--- src/rtl/alu8_pkg.sv ---
package alu8_pkg;

    typedef enum logic [3:0] {
        OP_ADD  = 4'd0,
        OP_ADDC = 4'd1,
        OP_SUB  = 4'd2,
        OP_SUBC = 4'd3,
        OP_AND  = 4'd4,
        OP_OR   = 4'd5,
        OP_XOR  = 4'd6,
        OP_INV  = 4'd7,
        OP_NEG  = 4'd8,
        OP_INC  = 4'd9,
        OP_DEC  = 4'd10,
        OP_SHL  = 4'd11,
        OP_SHR  = 4'd12,
        OP_ASR  = 4'd13,
        OP_ROL  = 4'd14,
        OP_ROR  = 4'd15
    } alu_op_e;

    typedef enum logic [1:0] {
        GRP_ARITH,
        GRP_LOGIC,
        GRP_STEP,
        GRP_SHIFT
    } alu_grp_e;

    localparam int FLAG_W = 6;
    localparam int FC = 0;
    localparam int FZ = 1;
    localparam int FN = 2;
    localparam int FV = 3;
    localparam int FS = 4;
    localparam int FH = 5;

    localparam logic [FLAG_W-1:0] MASK_ALL   = 6'b111111;
    localparam logic [FLAG_W-1:0] MASK_ZNVS  = 6'b011110;
    localparam logic [FLAG_W-1:0] MASK_SHIFT = 6'b011111;

    function automatic alu_grp_e op_group(input alu_op_e op);
        alu_grp_e g;
        unique case (op)
            OP_ADD, OP_ADDC, OP_SUB, OP_SUBC, OP_NEG: g = GRP_ARITH;
            OP_AND, OP_OR, OP_XOR, OP_INV:            g = GRP_LOGIC;
            OP_INC, OP_DEC:                           g = GRP_STEP;
            default:                                  g = GRP_SHIFT;
        endcase
        return g;
    endfunction

endpackage

--- src/rtl/alu8_arith.sv ---
module alu8_arith
    import alu8_pkg::*;
#(
    parameter int W = 8
) (
    input  logic [W-1:0] a,
    input  logic [W-1:0] b,
    input  logic         ci,
    input  alu_op_e      op,
    output logic [W-1:0] res,
    output logic         c_out,
    output logic         h_out,
    output logic         v_out
);
    localparam int HB = W / 2;
    localparam logic [HB:0] NIB_CARRY = (HB+1)'(1) << HB;

    logic [W-1:0] x, y;
    logic         bin, sub;
    logic [W:0]   full;
    logic [HB:0]  xl, yl;

    always_comb begin
        x   = a;
        y   = b;
        bin = 1'b0;
        sub = 1'b0;
        unique case (op)
            OP_ADDC: bin = ci;
            OP_SUB:  sub = 1'b1;
            OP_SUBC: begin sub = 1'b1; bin = ci; end
            OP_NEG:  begin sub = 1'b1; x = '0; y = a; end
            OP_INC:  y = W'(1);
            OP_DEC:  begin sub = 1'b1; y = W'(1); end
            default: ;
        endcase
    end

    always_comb begin
        if (sub)
            full = {1'b0, x} - {1'b0, y} - {{W{1'b0}}, bin};
        else
            full = {1'b0, x} + {1'b0, y} + {{W{1'b0}}, bin};
        xl    = {1'b0, x[HB-1:0]};
        yl    = {1'b0, y[HB-1:0]} + {{HB{1'b0}}, bin};
        res   = full[W-1:0];
        c_out = full[W];
        if (sub) begin
            h_out = yl > xl;
            v_out = (x[W-1] != y[W-1]) && (full[W-1] != x[W-1]);
        end else begin
            h_out = (xl + yl) >= NIB_CARRY;
            v_out = (x[W-1] == y[W-1]) && (full[W-1] != x[W-1]);
        end
    end
endmodule

--- src/rtl/alu8_logic.sv ---
module alu8_logic
    import alu8_pkg::*;
#(
    parameter int W = 8
) (
    input  logic [W-1:0] a,
    input  logic [W-1:0] b,
    input  logic         ci,
    input  alu_op_e      op,
    output logic [W-1:0] res,
    output logic         c_out
);
    always_comb begin
        res   = '0;
        c_out = ci;
        unique case (op)
            OP_AND: res = a & b;
            OP_OR:  res = a | b;
            OP_XOR: res = a ^ b;
            OP_INV: res = ~a;
            OP_SHL: begin res = {a[W-2:0], 1'b0};    c_out = a[W-1]; end
            OP_SHR: begin res = {1'b0, a[W-1:1]};    c_out = a[0];   end
            OP_ASR: begin res = {a[W-1], a[W-1:1]};  c_out = a[0];   end
            OP_ROL: begin res = {a[W-2:0], ci};      c_out = a[W-1]; end
            OP_ROR: begin res = {ci, a[W-1:1]};      c_out = a[0];   end
            default: ;
        endcase
    end
endmodule

--- src/rtl/alu8_flags.sv ---
module alu8_flags
    import alu8_pkg::*;
#(
    parameter int W = 8
) (
    input  logic [W-1:0]      res,
    input  alu_grp_e          grp,
    input  logic              ci,
    input  logic              ar_c,
    input  logic              ar_h,
    input  logic              ar_v,
    input  logic              sh_c,
    output logic [FLAG_W-1:0] flags,
    output logic [FLAG_W-1:0] we
);
    logic z, n, c, h, v;

    always_comb begin
        z = (res == '0);
        n = res[W-1];
        unique case (grp)
            GRP_ARITH: begin c = ar_c; h = ar_h; v = ar_v;   we = MASK_ALL;   end
            GRP_LOGIC: begin c = ci;   h = 1'b0; v = 1'b0;   we = MASK_ZNVS;  end
            GRP_STEP:  begin c = ci;   h = 1'b0; v = ar_v;   we = MASK_ZNVS;  end
            default:   begin c = sh_c; h = 1'b0; v = n ^ sh_c; we = MASK_SHIFT; end
        endcase
        flags     = '0;
        flags[FC] = c;
        flags[FZ] = z;
        flags[FN] = n;
        flags[FV] = v;
        flags[FS] = n ^ v;
        flags[FH] = h;
    end
endmodule

--- src/rtl/alu8_core.sv ---
module alu8_core
    import alu8_pkg::*;
#(
    parameter int W = 8
) (
    input  logic [W-1:0]      opa,
    input  logic [W-1:0]      opb,
    input  logic              carry_in,
    input  logic [3:0]        op,
    output logic [W-1:0]      result,
    output logic [FLAG_W-1:0] flags_nx,
    output logic [FLAG_W-1:0] flags_we
);
    alu_op_e      op_e;
    alu_grp_e     grp;
    logic [W-1:0] ar_res, lg_res;
    logic         ar_c, ar_h, ar_v, sh_c;

    assign op_e = alu_op_e'(op);
    assign grp  = op_group(op_e);

    alu8_arith #(.W(W)) u_arith (
        .a(opa), .b(opb), .ci(carry_in), .op(op_e),
        .res(ar_res), .c_out(ar_c), .h_out(ar_h), .v_out(ar_v)
    );

    alu8_logic #(.W(W)) u_logic (
        .a(opa), .b(opb), .ci(carry_in), .op(op_e),
        .res(lg_res), .c_out(sh_c)
    );

    always_comb begin
        unique case (grp)
            GRP_ARITH, GRP_STEP: result = ar_res;
            default:             result = lg_res;
        endcase
    end

    alu8_flags #(.W(W)) u_flags (
        .res(result), .grp(grp), .ci(carry_in),
        .ar_c(ar_c), .ar_h(ar_h), .ar_v(ar_v), .sh_c(sh_c),
        .flags(flags_nx), .we(flags_we)
    );
endmodule

--- config.mk ---
export PLATFORM = sky130hd
export DESIGN_NAME = alu8_core
export DESIGN_NICKNAME = d
export VERILOG_FILES = /design/src/rtl/alu8_pkg.sv /design/src/rtl/alu8_arith.sv /design/src/rtl/alu8_logic.sv /design/src/rtl/alu8_flags.sv /design/src/rtl/alu8_core.sv
export SDC_FILE = /design/constraint.sdc
export NUM_CORES = 1
export LEC_CHECK = 0
export BUFFER_PORTS_ARGS = -buffer_cell sky130_fd_sc_hd__buf_2
export CAP_MARGIN = 20
export CELL_PAD_IN_SITES_DETAIL_PLACEMENT = 1
export CELL_PAD_IN_SITES_GLOBAL_PLACEMENT = 1
export CORE_MARGIN = 2
export CORE_UTILIZATION = 44
export DETAILED_ROUTE_END_ITERATION = 6
export PLACE_DENSITY_LB_ADDON = 0.1
export REMOVE_ABC_BUFFERS = 1
export SYNTH_ARGS = -nofsm -noshare
export SYNTH_HDL_FRONTEND = slang
export SYNTH_HIERARCHICAL = 1
export SYNTH_SLANG_ARGS = --single-unit
--- constraint.sdc ---
create_clock -name vclk -period 5.2
set_clock_uncertainty 0.15 [all_clocks]
set_input_delay 0.26 -clock vclk [all_inputs]
set_output_delay 0.26 -clock vclk [all_outputs]
set_load 0.05 [all_outputs]
==> results.py <==
metrics = {
    "outcome": {
        "run_status": "finished, final reports clean",
    },
    "setup_path": {
        "cp_data_required_time_ns": 4.79,
        "start_kind": "primary input",
        "endpoint_kind": "output port",
        "cp_max_fo": 12,
        "worstPathArrival_ns": 4.31,
        "crit_type": "in -> out",
    },
    "global_route": {
        "grt_start_max_net_pins": 21,
        "antenna_found_initial": 0,
        "track_usage_pct": 22.60,
        "grt_pass1_wl_mm": 11.41,
        "overflow": 0,
        "grt_pass1_vias": 2358,
    },
    "sta": {
        "fin_crit_ns": 4.724,
        "finalMaxSlewViolations": 0,
        "fin_crit_sh_pct": 90.85,
        "finalSetupViolCount": 0,
        "worst_slack_ns": 0.4757,
        "tns_ns": 0,
        "hold_ws_ns": 0.9742,
        "max_freq_mhz": 211.7,
        "grt_setup_unrepaired": "no",
        "hold_viol_final": 0,
    },
    "logic_synthesis": {
        "yosys.cell_types.count": 54,
        "yosysSeqAreaShare_pct": 0,
        "netlist_instances": 326,
        "synth_largest_area_cell": "ha_1",
        "yosysMostFrequentCell": "inv_1",
        "syn_area_per_cell_um2": 7.396,
        "synth_top_cell_area_share_pct": 25.95,
        "synthTopCellsByCount": "inv_1, ha_1, nand2_1, nor2_1, o21ai_0",
        "synth_area_leaders": "ha_1, inv_1, xnor2_1",
        "ys.warnings.count": 6,
        "synth_area_mm2": 0.002411,
    },
    "placement": {
        "gp_congestion": 0.8893,
        "dp_hpwl_mm": 5.834,
        "place_ws_ns": 0.5022,
        "port_buffers": 37,
        "placed_cell_area_mm2": 0.002603,
    },
    "cells_and_area": {
        "final_layout_size_suffix_gt1_share_pct": 17.61,
        "regArea_um2": 0,
        "nFillCells": 705,
        "clkbuf_count": 0,
        "antennaDiodeCount": 0,
        "nets": 429,
        "syn_to_final_growth_pct": 7.940,
        "fin_util_pct": 50.00,
        "final_area_mm2": 0.002603,
        "seq_cells": 0,
    },
    "route": {
        "vias": 2340,
        "drtAntennaViolNets": 0,
        "vias_per_cell": 5.545,
        "firstDrtPassIters": 4,
        "wl_mm": 6.795,
        "drc_errors": 0,
        "avgRoutedWirePerCell_um": 16.10,
        "drtIter0Drc": 82,
    },
    "floorplanning": {
        "rows": 26,
        "die_y_um": 78.03,
        "core_area_mm2": 0.005205,
        "fp.dieW_um": 78.03,
        "die_area_mm2": 0.006088,
        "io_pins": 41,
        "initial_utilization_pct": 46.32,
    },
    "power_and_ir_drop": {
        "peakVddDrop_mv": 0.1051,
        "cellPowerDensity_mw_per_mm2": 162.4,
        "p_leak_uw": 0.001387,
    },
    "cts": {
        "cts_setup_buffers": 0,
        "holdBufCountCts": 0,
        "post_cts_resized": 0,
    },
    "flow_run": {
        "drv_cap": 0,
    },
    "hold_path": {
        "hold_path_class": "in -> out",
    },
}
-- layout by cell type (no fill, tap or decap), types with 6 or more instances in the layout --
master,count
nand3_1,15
ha_1,50
xnor2_1,14
buf_2,37
a221o_1,6
o21ai_0,18
a21oi_1,10
mux2i_1,7
a22o_1,8
mux2_2,9
nand2_1,27
buf_4,6
nor2_1,20
inv_1,51
-- power breakdown --
part           total, uW  internal, uW  leakage [uW]  switching, uW
Clock                  0             0             0              0
Combinational        423           149       0.00139            274
Sequential             0             0             0              0
-- worst max-delay path, stage by stage --
cell	delay [ns]
buf_2	0.18
or4b_4	0.66
o22ai_1	0.36
inv_1	0.14
fa_1	0.48
fa_1	0.43
nand2_1	0.08
a21oi_1	0.09
o21ai_0	0.28
xnor2_1	0.16
a21oi_1	0.10
mux2_2	0.30
or4_1	0.40
nor2_1	0.12
buf_2	0.27
-- routing by layer --
| metal | GRT usage (%) | wire length [um] | up-vias |
|---|---|---|---|
| li1 | - | - | 1171 |
| met1 | 31.38 | 3308 | 1135 |
| met2 | 41.47 | 3324 | 32 |
| met3 | 0.2299 | 147 | 2 |
| met4 | 0.7018 | 15 | 0 |
| met5 | 0 | 0 | - |
-- area by class of cell --
cell class | instances | area (um^2) | share of cell area, %
multi-input cells | 258 | 2093 | 80.43
repair buffers | 43 | 230.2 | 8.846
inverters | 51 | 191.4 | 7.356
well taps | 70 | 87.58 | 3.365
-- stage by stage --
stage | power, uW | std cells
2_1_floorplan | 309.6 | 309
4_1_cts | 423.5 | 422
5_1_grt | 462.4 | 422
3_3_place_gp | 414.6 | 422
6_report | 422.5 | 422
3_5_place_dp | 421.3 | 422
-- kinds of logic (layout without fill, tap and decap cells) --
family	count (synthesis)	in the layout	synth area share (%)
buffers and inverters	71	94	13.65
AND/OR/NAND/NOR	87	87	18.16
AO/OA/AOI/OAI	78	78	24.18
multiplexers	17	17	8.044
adder cells (fa/ha/maj)	54	54	29.27
other	1	4	0.1555
XOR/XNOR	18	18	6.539
-- path summary, 6_finish.rpt --
kind / slack (ns) / cells past startpoint / from / end
hold / removal: 0.97 / 4 / carry_in / flags_nx[0]
setup / recovery: 0.48 / 15 / op[2] / flags_nx[1]
(Power assumes the default switching activity.)
